[config.mk]
export PLATFORM = sky130hd
export DESIGN_NAME = vtg_bitmap_timing
export DESIGN_NICKNAME = d
export VERILOG_FILES = /design/src/rtl/vtg_pkg.sv /design/src/rtl/vtg_counters.sv /design/src/rtl/vtg_decode.sv /design/src/rtl/vtg_serializer.sv /design/src/rtl/vtg_bitmap_timing.sv
export SDC_FILE = /design/constraint.sdc
export NUM_CORES = 1
export LEC_CHECK = 0
export BUFFER_PORTS_ARGS = -buffer_cell sky130_fd_sc_hd__buf_4
export CAP_MARGIN = 15
export CORE_ASPECT_RATIO = 0.8
export CORE_MARGIN = 1
export CORE_UTILIZATION = 35
export DETAILED_ROUTE_END_ITERATION = 6
export HOLD_SLACK_MARGIN = 0.12
export REMOVE_ABC_BUFFERS = 1
export SYNTH_ARGS = -nofsm -noshare
export SYNTH_HDL_FRONTEND = slang
export SYNTH_SLANG_ARGS = --single-unit
[constraint.sdc]
create_clock -name clk -period 4.2 [get_ports clk]
set_input_delay 0.21 -clock clk [delete_from_list [all_inputs] [get_ports clk]]
set_output_delay 0.21 -clock clk [all_outputs]
set_load 0.02 [all_outputs]
[src/rtl/vtg_pkg.sv]
package vtg_pkg;

    // Registered timing outputs that travel together
    typedef struct packed {
        logic hsync;
        logic vsync;
        logic line_start;
        logic blank;
        logic draw_win;
    } vtg_sync_t;

    // Serializer step selection
    typedef enum logic [1:0] {
        SER_CLEAR = 2'd0,
        SER_LOAD  = 2'd1,
        SER_SHIFT = 2'd2
    } vtg_ser_op_t;

    // Value of the sync bundle while reset is applied
    localparam vtg_sync_t SYNC_RESET = '{
        hsync:      1'b0,
        vsync:      1'b0,
        line_start: 1'b0,
        blank:      1'b1,
        draw_win:   1'b0
    };

    // True when lo <= x < lo + n
    function automatic logic in_span(input logic [31:0] x,
                                     input logic [31:0] lo,
                                     input logic [31:0] n);
        return (x >= lo) && (x < lo + n);
    endfunction

    // Clocks between a read strobe and the first pixel of its byte
    localparam int unsigned FETCH_LEAD = 2;

endpackage

[src/rtl/vtg_counters.sv]
module vtg_counters #(
    parameter int unsigned CLKS_PER_LINE   = 1024,
    parameter int unsigned LINES_PER_FIELD = 312,
    localparam int unsigned HW = $clog2(CLKS_PER_LINE),
    localparam int unsigned VW = $clog2(LINES_PER_FIELD)
) (
    input  logic          clk,
    input  logic          rst,
    output logic [HW-1:0] hpos,
    output logic [VW-1:0] vpos
);

    localparam logic [HW-1:0] H_LAST = HW'(CLKS_PER_LINE - 1);
    localparam logic [VW-1:0] V_LAST = VW'(LINES_PER_FIELD - 1);

    logic h_wrap;
    logic v_wrap;

    assign h_wrap = (hpos == H_LAST);
    assign v_wrap = (vpos == V_LAST);

    always_ff @(posedge clk) begin
        if (rst) begin
            hpos <= '0;
            vpos <= '0;
        end else begin
            if (h_wrap) begin
                hpos <= '0;
                if (v_wrap) begin
                    vpos <= '0;
                end else begin
                    vpos <= vpos + VW'(1);
                end
            end else begin
                hpos <= hpos + HW'(1);
            end
        end
    end

endmodule

[src/rtl/vtg_decode.sv]
module vtg_decode
    import vtg_pkg::*;
#(
    parameter int unsigned CLKS_PER_LINE   = 1024,
    parameter int unsigned LINES_PER_FIELD = 312,
    parameter int unsigned HSYNC_CLKS      = 75,
    parameter int unsigned VSYNC_LINES     = 3,
    parameter int unsigned ACT_START       = 200,
    parameter int unsigned ACT_PIXELS      = 512,
    parameter int unsigned ACT_FIRST_LINE  = 28,
    parameter int unsigned ACT_LINES       = 256,
    localparam int unsigned HW     = $clog2(CLKS_PER_LINE),
    localparam int unsigned VW     = $clog2(LINES_PER_FIELD),
    localparam int unsigned ROW_W  = $clog2(ACT_LINES),
    localparam int unsigned COL_W  = $clog2(ACT_PIXELS / 8),
    localparam int unsigned ADDR_W = ROW_W + COL_W
) (
    input  logic              clk,
    input  logic              rst,
    input  logic [HW-1:0]     hpos,
    input  logic [VW-1:0]     vpos,
    output vtg_sync_t         sync_q,
    output logic              fetch_q,
    output logic              load_q,
    output logic [ADDR_W-1:0] addr_q
);

    localparam logic [31:0] FETCH_FIRST = 32'(ACT_START - FETCH_LEAD);

    logic [31:0]      h_ext;
    logic [31:0]      v_ext;
    logic [31:0]      fetch_off;
    logic             line_active;
    logic             col_in_window;
    logic             fetch_now;
    logic [ROW_W-1:0] row_idx;
    logic [COL_W-1:0] col_idx;
    vtg_sync_t        sync_d;

    always_comb begin
        h_ext         = 32'(hpos);
        v_ext         = 32'(vpos);
        line_active   = in_span(v_ext, 32'(ACT_FIRST_LINE), 32'(ACT_LINES));
        col_in_window = in_span(h_ext, 32'(ACT_START), 32'(ACT_PIXELS));
        // offset from the first fetch column; wraps to a huge value before it
        fetch_off     = h_ext - FETCH_FIRST;
        fetch_now     = line_active && (fetch_off < 32'(ACT_PIXELS))
                        && (fetch_off[2:0] == 3'd0);
        row_idx       = ROW_W'(v_ext - 32'(ACT_FIRST_LINE));
        col_idx       = COL_W'(fetch_off >> 3);

        sync_d.hsync      = (h_ext < 32'(HSYNC_CLKS));
        sync_d.vsync      = (v_ext < 32'(VSYNC_LINES));
        sync_d.line_start = (h_ext == 32'd0);
        sync_d.blank      = !(line_active && col_in_window);
        sync_d.draw_win   = !line_active;
    end

    always_ff @(posedge clk) begin
        if (rst) begin
            sync_q  <= SYNC_RESET;
            fetch_q <= 1'b0;
            load_q  <= 1'b0;
            addr_q  <= '0;
        end else begin
            sync_q  <= sync_d;
            fetch_q <= fetch_now;
            load_q  <= fetch_q;
            if (fetch_now) begin
                addr_q <= {row_idx, col_idx};
            end
        end
    end

endmodule

[src/rtl/vtg_serializer.sv]
module vtg_serializer
    import vtg_pkg::*;
#(
    parameter int unsigned BYTE_W = 8
) (
    input  logic              clk,
    input  logic              rst,
    input  logic              load,
    input  logic              blank,
    input  logic [BYTE_W-1:0] din,
    output logic              pixel
);

    logic [BYTE_W-1:0] shreg;
    vtg_ser_op_t       op;

    always_comb begin
        if (rst) begin
            op = SER_CLEAR;
        end else if (load) begin
            op = SER_LOAD;
        end else begin
            op = SER_SHIFT;
        end
    end

    always_ff @(posedge clk) begin
        case (op)
            SER_CLEAR: shreg <= '0;
            SER_LOAD:  shreg <= din;
            default:   shreg <= {shreg[BYTE_W-2:0], 1'b0};
        endcase
    end

    // Black everywhere outside the displayed window
    assign pixel = shreg[BYTE_W-1] & ~blank;

endmodule

[src/rtl/vtg_bitmap_timing.sv]
module vtg_bitmap_timing
    import vtg_pkg::*;
#(
    parameter int unsigned CLKS_PER_LINE   = 1024,
    parameter int unsigned LINES_PER_FIELD = 312,
    parameter int unsigned HSYNC_CLKS      = 75,
    parameter int unsigned VSYNC_LINES     = 3,
    parameter int unsigned ACT_START       = 200,
    parameter int unsigned ACT_PIXELS      = 512,
    parameter int unsigned ACT_FIRST_LINE  = 28,
    parameter int unsigned ACT_LINES       = 256,
    localparam int unsigned ADDR_W = $clog2(ACT_LINES) + $clog2(ACT_PIXELS / 8)
) (
    input  logic              clk,
    input  logic              rst,
    input  logic [7:0]        mem_data,
    output logic              hsync,
    output logic              vsync,
    output logic              blank,
    output logic              line_start,
    output logic              draw_win,
    output logic              mem_rd,
    output logic [ADDR_W-1:0] mem_addr,
    output logic              pix_load,
    output logic              pixel
);

    localparam int unsigned HW = $clog2(CLKS_PER_LINE);
    localparam int unsigned VW = $clog2(LINES_PER_FIELD);

    logic [HW-1:0] hpos;
    logic [VW-1:0] vpos;
    vtg_sync_t     sync_q;

    vtg_counters #(
        .CLKS_PER_LINE  (CLKS_PER_LINE),
        .LINES_PER_FIELD(LINES_PER_FIELD)
    ) u_cnt (
        .clk (clk),
        .rst (rst),
        .hpos(hpos),
        .vpos(vpos)
    );

    vtg_decode #(
        .CLKS_PER_LINE  (CLKS_PER_LINE),
        .LINES_PER_FIELD(LINES_PER_FIELD),
        .HSYNC_CLKS     (HSYNC_CLKS),
        .VSYNC_LINES    (VSYNC_LINES),
        .ACT_START      (ACT_START),
        .ACT_PIXELS     (ACT_PIXELS),
        .ACT_FIRST_LINE (ACT_FIRST_LINE),
        .ACT_LINES      (ACT_LINES)
    ) u_dec (
        .clk    (clk),
        .rst    (rst),
        .hpos   (hpos),
        .vpos   (vpos),
        .sync_q (sync_q),
        .fetch_q(mem_rd),
        .load_q (pix_load),
        .addr_q (mem_addr)
    );

    vtg_serializer #(
        .BYTE_W(8)
    ) u_ser (
        .clk  (clk),
        .rst  (rst),
        .load (pix_load),
        .blank(sync_q.blank),
        .din  (mem_data),
        .pixel(pixel)
    );

    assign hsync      = sync_q.hsync;
    assign vsync      = sync_q.vsync;
    assign blank      = sync_q.blank;
    assign line_start = sync_q.line_start;
    assign draw_win   = sync_q.draw_win;

endmodule

==> results.py, run 1 <==
metrics = {
    "die": {
        "die_height_um": 74.3,
        "die_area_mm2": 0.00686,
        "coreArea_mm2": 0.00610,
        "die_w_um": 92.4,
        "start_util": 0.375,
        "rows": 25,
        "num_io_pins": 32,
    },
    "setup_path": {
        "path_cells": "a311oi_1, nor2b_1, mux2i_1, a21oi_1, a311oi_1",
        "slowest_stage": "mux2i_1",
        "timing_worst_setup_path_type": "reg2reg",
        "worstPathArrival_ns": 2.73,
        "critPathLaunchType": "flop",
        "worstPathRequired_ns": 4.42,
        "crit_family": "multiplexers",
        "path_max_fanout": 14,
        "setup.worst_path.end_class": "flop",
        "crit_buf_inv": 0,
        "crit_top_cell": "a311oi_1",
        "cp_slowest_stage_delay_ns": 0.90,
    },
    "routing": {
        "dr.pass1.iters": 4,
        "final_antenna_net_count": 0,
        "drtIter0Drc": 108,
        "viasPerCell": 4.97,
        "routed_wl_um": 4460,
        "vias": 1746,
        "drcViolationCount": 0,
        "wl_per_cell_um": 12.7,
    },
    "timing": {
        "rsz0062_at_grt": "no",
        "final.setup_skew_ns": 0.00699,
        "slew_headroom": 0.277,
        "max_freq_mhz": 398,
        "tightestPinTransition_ns": 1.05,
        "post-route-min-period_ns": 2.51,
        "fin_crit_sh": 0.598,
        "finalMaxSlewViolations": 0,
        "timing.hold.ws_ns": 0.133,
        "hold_violations": 0,
        "setup-tns-final_ns": 0,
        "final-setup-viol-count": 0,
    },
    "synthesis": {
        "syn_area_mm2": 0.00229,
        "avgSynthCellArea_um2": 9.18,
        "syn-instance-count": 249,
        "synthDistinctLibCells": 43,
        "synthFlopType": "dfxtp_1",
        "ys_seq_area_frac": 0.420,
        "synth_warnings": 0,
        "async_flop_share": 0,
        "ys_ff_latch": 48,
        "synth_edf_count": 0,
    },
    "power": {
        "fin_total_pwr_mw": 0.824,
        "power_density_mw_per_mm2": 319,
        "ir_worst_vdd_mv": 0.137,
        "leakage_nw": 0.935,
    },
    "run": {
        "maxCapViolCount": 0,
    },
    "clocking": {
        "clk_pin_slew_worst_paths_ns": 0.09,
        "cts_hold_buf": 0,
        "h-tree-depth": 2,
        "clock_path_buffers": 2,
        "ctsResizeCount": 0,
        "cts_root_buf": "clkbuf_8",
        "cts_buffers": 5,
        "cts.sinks": 48,
        "insertion_delay_ns": 0.30,
        "cts_tree": "yes",
        "post_cts_buffers": 0,
    },
    "cells_and_area": {
        "layout.nets": 287,
        "area_delta_synth_final_pct": 13.0,
        "drive_gt1_frac": 0.189,
        "final_cell_mix": "48 x dfxtp_1, 31 x buf_4, 30 x nor2_1",
        "nFillCells": 591,
        "num_antenna_cells": 0,
        "final_area_mm2": 0.00258,
        "layout.cells.non_filler": 351,
        "mostFrequentLayoutCell": "dfxtp_1",
    },
    "global_route": {
        "grt_use_total": 0.142,
        "antenna_found_initial": 0,
        "grt_max_degree": 36,
        "grt_pass1_wl_um": 7530,
        "gr-total-overflow": 0,
        "grt_pass1_vias": 1531,
    },
    "place": {
        "io_buffers": 31,
        "hpwl_um": 3140,
        "dp.cells": 343,
        "place_congestion": 0.816,
        "placed_area_mm2": 0.00248,
    },
    "outcome": {
        "status": "completed",
    },
    "worst_hold_path": {
        "hp-class": "in2reg",
    },
}
## cell type report
class / count / area [um2] / area share
clock buffer: 6 / 72.6 / 0.0281
tap: 81 / 101 / 0.0392
sequential: 48 / 961 / 0.372
timing repair buffer: 31 / 233 / 0.0901
multi-input combinational: 176 / 1150 / 0.447
inverter: 7 / 26.3 / 0.0102
clock inverter: 2 / 35.0 / 0.0136
## path summary, 6_finish.rpt
check / slack (ns) / to / from / depth (start not counted)
max: 1.69 / u_dec.addr_q[2] / u_cnt.vpos[4] / 5
max reg2reg: 1.69 / u_dec.addr_q[2] / u_cnt.vpos[4] / 5
min reg2reg: 0.46 / u_ser.shreg[4] / u_ser.shreg[3] / 2
min: 0.13 / u_ser.shreg[0] / mem_data[0] / 3
## synthesized netlist by cell type, drive strengths merged, types with 2 or more instances
cell type | n | area [um2]
nor4 | 4 | 40.0
nor2b | 3 | 18.8
a211oi | 7 | 57.6
inv | 7 | 26.3
xnor2 | 14 | 123
nor3 | 8 | 40.0
clkbuf | 7 | 40.0
mux2i | 8 | 80.1
o21ai | 10 | 50.1
nor2 | 32 | 125
or3 | 4 | 26.3
buf | 11 | 104
a311oi | 3 | 26.3
nand4 | 6 | 37.5
nand3 | 11 | 65.1
a21oi | 20 | 100
or4 | 2 | 22.5
ha | 8 | 100
dfxtp | 48 | 961
xor2 | 9 | 78.8
nand2 | 14 | 52.6
## flip-flops by register name (all words and copies together), names as in the netlist
register       flops
u_cnt.hpos        10
u_dec.sync_q       5
u_dec.addr_q      14
u_dec.fetch_q      1
u_dec.load_q       1
u_ser.shreg        8
u_cnt.vpos         9
## power by group
group,internal (mW),switching [mW]
Combinational,0.0155,0.0177
Sequential,0.460,0.00532
Clock,0.177,0.149
## per-layer routing
metal	part of all wire	global-route usage
met1	0.53	0.199
met2	0.41	0.207
met3	0.048	0.0378
met4	0.011	0.0573
met5	0	0
## logic make-up after synthesis
kind of cell    after synthesis  synth area share
flops                        48             0.420
compound gates               45             0.119
mux                           9            0.0400
simple gates                 91             0.214
buf+inv                      25            0.0744
xor+xnor                     23            0.0881
fa+ha+maj                     8            0.0438
## tightest hold or removal path: cells and delay by family
family	cells	cell delay, ns
buffers and inverters	1	0.08
and+or+nand+nor	2	0.11
## per-stage QoR
stage	utilization	setup WS, ns
finish	0.424	1.69
global route	0.424	1.53
CTS	0.424	1.70
detailed placement	0.406	1.74
global placement	0.406	1.86
floorplan	-	2.12
(Power assumes the default switching activity.)
==> run 2: changes to the inputs <==
==> constraint.sdc (replaced) <==
create_clock -name clk -period 2.3 [get_ports clk]
set_input_delay 0.115 -clock clk [delete_from_list [all_inputs] [get_ports clk]]
set_output_delay 0.115 -clock clk [all_outputs]
set_load 0.02 [all_outputs]
==> results.py, run 2 (synthesis gave the netlist of run 1 again) <==
metrics = {
    "setup_path": {
        "worstPathArrival_ns": 2.26,
        "crit_start": "u_cnt.vpos[3]",
        "crit_top_cell": "a311oi_1",
        "crit_family": "simple AND/OR/NAND/NOR gates",
        "timing_worst_setup_path_type": "reg2reg",
        "path_max_fanout": 11,
        "r2r-start": "u_cnt.vpos[3]",
        "rrSetupSlack_ns": 0.21,
        "path_cells": "a311oi_1, nor2b_1, mux2_2, nor2_2, a311oi_1",
        "reg2reg_to": "u_dec.addr_q[2]",
        "crit_buf_inv": 0,
        "cp_slowest_stage_delay_ns": 0.46,
        "critPathLaunchType": "flop",
        "setup.worst_path.end_class": "flop",
        "reg2regPathDepth": 5,
        "slowest_stage": "mux2_2",
        "worstPathRequired_ns": 2.47,
    },
    "die": {
        "die_area_mm2": 0.00686,
        "num_io_pins": 32,
        "rows": 25,
        "die_w_um": 92.4,
        "die_height_um": 74.3,
        "start_util": 0.375,
        "coreArea_mm2": 0.00610,
    },
    "timing": {
        "rsz0062_at_grt": "no",
        "final-setup-viol-count": 0,
        "setup-tns-final_ns": 0,
        "setup_ws_ns": 0.211,
        "hold_violations": 0,
        "finalMaxSlewViolations": 0,
        "post-route-min-period_ns": 2.09,
        "max_freq_mhz": 479,
        "slew_headroom": 0.666,
        "tightestPinTransition_ns": 0.495,
        "fin_crit_sh": 0.908,
        "final.setup_skew_ns": 0.00947,
    },
    "global_route": {
        "grt_pass1_wl_um": 7560,
        "gr-total-overflow": 0,
        "grt_use_total": 0.142,
        "grt_max_degree": 36,
        "grt_pass1_vias": 1553,
        "antenna_found_initial": 0,
    },
    "routing": {
        "drtIter0Drc": 87,
        "final_antenna_net_count": 0,
        "drcViolationCount": 0,
        "vias": 1835,
        "routed_wl_um": 4720,
        "wl_per_cell_um": 12.8,
        "dr.pass1.iters": 5,
        "viasPerCell": 4.96,
    },
    "cells_and_area": {
        "final_area_mm2": 0.00276,
        "regMostFlops": "u_dec.addr_q",
        "regArea_um2": 961,
        "multi_input_comb_area_mm2": 0.00115,
        "layout.cells.non_filler": 370,
        "layout.nets": 306,
        "mostFrequentLayoutCell": "dfxtp_1",
        "num_antenna_cells": 0,
        "drive_gt1_frac": 0.218,
        "nFillCells": 603,
        "reg_top3": "u_dec.addr_q: 14 flops, u_cnt.hpos: 10 flops, u_cnt.vpos: 9 flops",
        "area_delta_synth_final_pct": 20.7,
        "largest_reg_flops": 14,
        "final_cell_mix": "48 x dfxtp_1, 42 x buf_4, 30 x nor2_1",
        "finish.utilization": 0.453,
    },
    "clocking": {
        "insertion_delay_ns": 0.30,
        "cts_buffers": 5,
        "h-tree-depth": 2,
        "ctsResizeCount": 0,
        "cts_root_buf": "clkbuf_8",
        "clk_pin_slew_worst_paths_ns": 0.09,
        "cts_tree": "yes",
        "cts.sinks": 48,
        "clock_path_buffers": 2,
    },
    "place": {
        "place_congestion": 0.810,
        "placed_area_mm2": 0.00256,
        "dp_slack_ns": 0.217,
        "hpwl_um": 3360,
        "dp.cells": 354,
        "io_buffers": 31,
    },
    "power": {
        "comb_power_share": 0.050,
        "power_density_mw_per_mm2": 563,
        "switching_power_mw": 0.320,
        "p_seq_frac": 0.545,
        "p_clk_frac": 0.405,
        "leakage_nw": 1.03,
        "p_int_mw": 1.23,
        "p_sw_frac": 0.206,
        "ir_worst_vdd_mv": 0.238,
    },
    "worst_hold_path": {
        "worstHoldStart": "rst",
        "hp-class": "in2reg",
        "hold_depth": 2,
        "worstHoldEndpoint": "u_dec.sync_q[0]",
    },
    "outcome": {
        "status": "completed",
    },
    "run": {
        "maxCapViolCount": 0,
    },
}
run 2: cell types whose count changed in the layout (fill, tap and decap cells not counted), sizes merged:
cell / delta
dlygate4sd3: +8
buf: +11
run 2: through the flow:
stage / hold slack, ns / total power [mW]
global placement: 0.336 / 0.934
global route: 0.208 / 1.62
detailed placement: 0.351 / 0.933
floorplan: 0.180 / 0.896
CTS: 0.202 / 1.58
finish: 0.202 / 1.55
run 2: worst reg2reg max path, cell delays in order (launching register included):
cell and delay, ns:
dfxtp_1 0.35, a311oi_1 0.40, nor2b_1 0.27, mux2_2 0.46, nor2_2 0.34, a311oi_1 0.14
run 2: how the worst max path moves through the flow:
| stage | slack (ns) | cells after the start | to |
|---|---|---|---|
| finish | 0.21 | 5 | u_dec.addr_q[2] |
| global route | 0.08 | 5 | u_dec.addr_q[2] |
| CTS | 0.21 | 6 | u_dec.addr_q[2] |
| detailed placement | 0.22 | 6 | u_dec.addr_q[2] |
| global placement | 0.25 | 6 | u_dec.addr_q[2] |
| floorplan | 0.22 | 5 | u_dec.addr_q[2] |
run 2: cell type report:
class | instances | share of cell area
multi-input cells | 176 | 0.418
flip-flops and latches | 48 | 0.348
repair buffers | 50 | 0.143
well taps | 81 | 0.0367
clock buffers | 6 | 0.0299
clock inverters | 2 | 0.0141
inverters | 7 | 0.00952
run 2: power by group through the flow:
stage | clock network (mW) | logic (mW) | registers [mW]
2_1_floorplan | 0 | 0.0230 | 0.873
3_3_place_gp | 0 | 0.0681 | 0.866
3_5_place_dp | 0 | 0.0670 | 0.866
4_1_cts | 0.657 | 0.0785 | 0.846
5_1_grt | 0.691 | 0.0840 | 0.849
6_report | 0.630 | 0.0776 | 0.846
run 2: timing repair:
item | CTS | global route
hold buffers | 8 | 0
buffers inserted | 0 | 0
endpoints found under the hold margin | 8 | 0
run 2: metal layers:
layer | global-route usage | vias to the layer above | routed length, um
met3 | 0.0358 | 5 | 244
met5 | 0 | - | 0
met1 | 0.211 | 838 | 2510
li1 | - | 945 | -
met2 | 0.197 | 47 | 1910
met4 | 0.0521 | 0 | 55
==> run 3: changes to the inputs <==
--- a/config.mk
+++ b/config.mk
@@ -12,6 +12,7 @@
 export CORE_UTILIZATION = 35
 export DETAILED_ROUTE_END_ITERATION = 6
 export HOLD_SLACK_MARGIN = 0.12
+export PLACE_DENSITY = 0.53
 export REMOVE_ABC_BUFFERS = 1
 export SYNTH_ARGS = -nofsm -noshare
 export SYNTH_HDL_FRONTEND = slang
==> results.py, run 3 (synthesis gave the netlist of run 1 again) <==
metrics = {
    "clocking": {
        "cts_root_buf": "clkbuf_8",
        "post_cts_buffers": 0,
        "cts_buffers": 5,
        "clock_path_buffers": 2,
        "h-tree-depth": 2,
        "cts.sinks": 48,
        "insertion_delay_ns": 0.31,
        "clk_pin_slew_worst_paths_ns": 0.09,
        "cts_tree": "yes",
    },
    "outcome": {
        "status": "completed",
    },
    "setup_path": {
        "setup.worst_path.end_class": "flop",
        "crit_buf_inv": 0,
        "timing_worst_setup_path_type": "reg2reg",
        "path_cells": "ha_1, nor4bb_1, nand3_2, nor2_2, a311oi_1",
        "slowest_stage": "nor4bb_1",
        "cp_slowest_stage_delay_ns": 0.50,
        "worstPathArrival_ns": 2.30,
        "crit_family": "simple AND/OR/NAND/NOR gates",
        "critPathLaunchType": "flop",
        "worstPathRequired_ns": 2.48,
        "path_max_fanout": 10,
    },
    "timing": {
        "fin_crit_sh": 0.922,
        "rsz0062_at_grt": "no",
        "setup-tns-final_ns": 0,
        "tightestPinTransition_ns": 0.786,
        "hold_violations": 0,
        "slew_headroom": 0.462,
        "finalMaxSlewViolations": 0,
        "timing.hold.ws_ns": 0.200,
        "post-route-min-period_ns": 2.12,
        "max_freq_mhz": 471,
        "final.setup_skew_ns": 0.00967,
        "final-setup-viol-count": 0,
    },
    "place": {
        "hpwl_um": 3490,
        "place_congestion": 0.834,
        "io_buffers": 31,
    },
    "routing": {
        "drtIter0Drc": 105,
        "dr.pass1.iters": 4,
        "viasPerCell": 4.97,
        "wl_per_cell_um": 13.3,
        "final_antenna_net_count": 0,
        "routed_wl_um": 4940,
        "drcViolationCount": 0,
        "vias": 1840,
    },
    "cells_and_area": {
        "reg_top3": "u_dec.addr_q: 14 flops, u_cnt.hpos: 10 flops, u_cnt.vpos: 9 flops",
        "area_delta_synth_final_pct": 19.7,
        "mostFrequentLayoutCell": "dfxtp_1",
        "nFillCells": 591,
        "layout.nets": 306,
        "drive_gt1_frac": 0.218,
        "final_cell_mix": "48 x dfxtp_1, 42 x buf_4, 30 x nor2_1",
        "num_antenna_cells": 0,
        "largest_reg_flops": 14,
        "regMostFlops": "u_dec.addr_q",
    },
    "die": {
        "rows": 25,
        "die_height_um": 74.3,
        "start_util": 0.375,
        "die_w_um": 92.4,
        "num_io_pins": 32,
        "coreArea_mm2": 0.00610,
        "die_area_mm2": 0.00686,
    },
    "global_route": {
        "grt_pass1_wl_um": 8100,
        "grt_use_total": 0.154,
        "grt_max_degree": 36,
        "antenna_found_initial": 0,
        "grt_pass1_vias": 1670,
        "gr-total-overflow": 0,
    },
    "power": {
        "leakage_nw": 1.02,
        "ir_worst_vdd_mv": 0.181,
        "comb_power_share": 0.053,
        "switching_power_mw": 0.331,
        "p_seq_frac": 0.583,
        "p_sw_frac": 0.228,
        "p_clk_frac": 0.363,
        "power_density_mw_per_mm2": 531,
        "fin_total_pwr_mw": 1.45,
        "p_int_mw": 1.12,
    },
    "run": {
        "maxCapViolCount": 0,
    },
    "worst_hold_path": {
        "hp-class": "in2reg",
    },
}
[run 3: cell count changes in the layout (fill, tap and decap cells not counted), sizes merged]
cell,before,now
bufinv,1,0
clkinv,1,0
clkinvlp,0,2
[run 3: per-stage QoR]
step | setup WS [ns] | utilization | cell area (um2) | cells
floorplan | 0.220 | - | 2140 | 231
global placement | 0.237 | 0.419 | 2560 | 354
detailed placement | 0.199 | 0.419 | 2560 | 354
CTS | 0.167 | 0.449 | 2740 | 370
global route | 0.0241 | 0.449 | 2740 | 370
finish | 0.179 | 0.449 | 2740 | 370
[run 3: worst paths after layout]
check / from / end / slack (ns) / cells past startpoint
worst max register to register: u_cnt.hpos[1] / u_dec.addr_q[2] / 0.18 / 5
worst min register to register: u_ser.shreg[2] / u_ser.shreg[3] / 0.47 / 2
worst min-delay path: rst / u_dec.sync_q[0] / 0.20 / 2
worst max-delay path: u_cnt.hpos[1] / u_dec.addr_q[2] / 0.18 / 5
[run 3: layout make-up]
type | count | area [um2] | area share
Clock buffer | 6 | 82.6 | 0.0302
Inverter | 7 | 26.3 | 0.00960
Sequential cell | 48 | 961 | 0.351
Multi-Input combinational cell | 176 | 1150 | 0.422
Clock inverter | 2 | 15.0 | 0.00549
Timing Repair Buffer | 50 | 395 | 0.144
Tap cell | 81 | 101 | 0.0370
[run 3: worst register-to-register path, cell delays in order (launching register included)]
cell and delay [ns]:
dfxtp_1 0.46, ha_1 0.28, nor4bb_1 0.50, nand3_2 0.26, nor2_2 0.35, a311oi_1 0.15
[run 3: power by group through the flow]
stage	Clock, mW	Combinational, mW	Sequential, mW
finish	0.528	0.0776	0.847
global route	0.590	0.0865	0.849
CTS	0.555	0.0779	0.847
detailed placement	0	0.0671	0.867
global placement	0	0.0676	0.866
floorplan	0	0.0230	0.873
[run 3: routing by layer]
layer,global-route usage,wire (um),vias to the layer above,share of wire
li1,-,-,942,-
met1,0.220,2710,846,0.55
met2,0.221,1890,47,0.38
met3,0.0327,264,5,0.053
met4,0.0747,78,0,0.016
met5,0,0,-,0
[run 3: timing repair]
| item | CTS | global route |
|---|---|---|
| hold endpoints to repair | 8 | 0 |
| gates resized for setup | 0 | 0 |
| hold buffers | 8 | 0 |
| endpoints found under the setup margin | 0 | 0 |
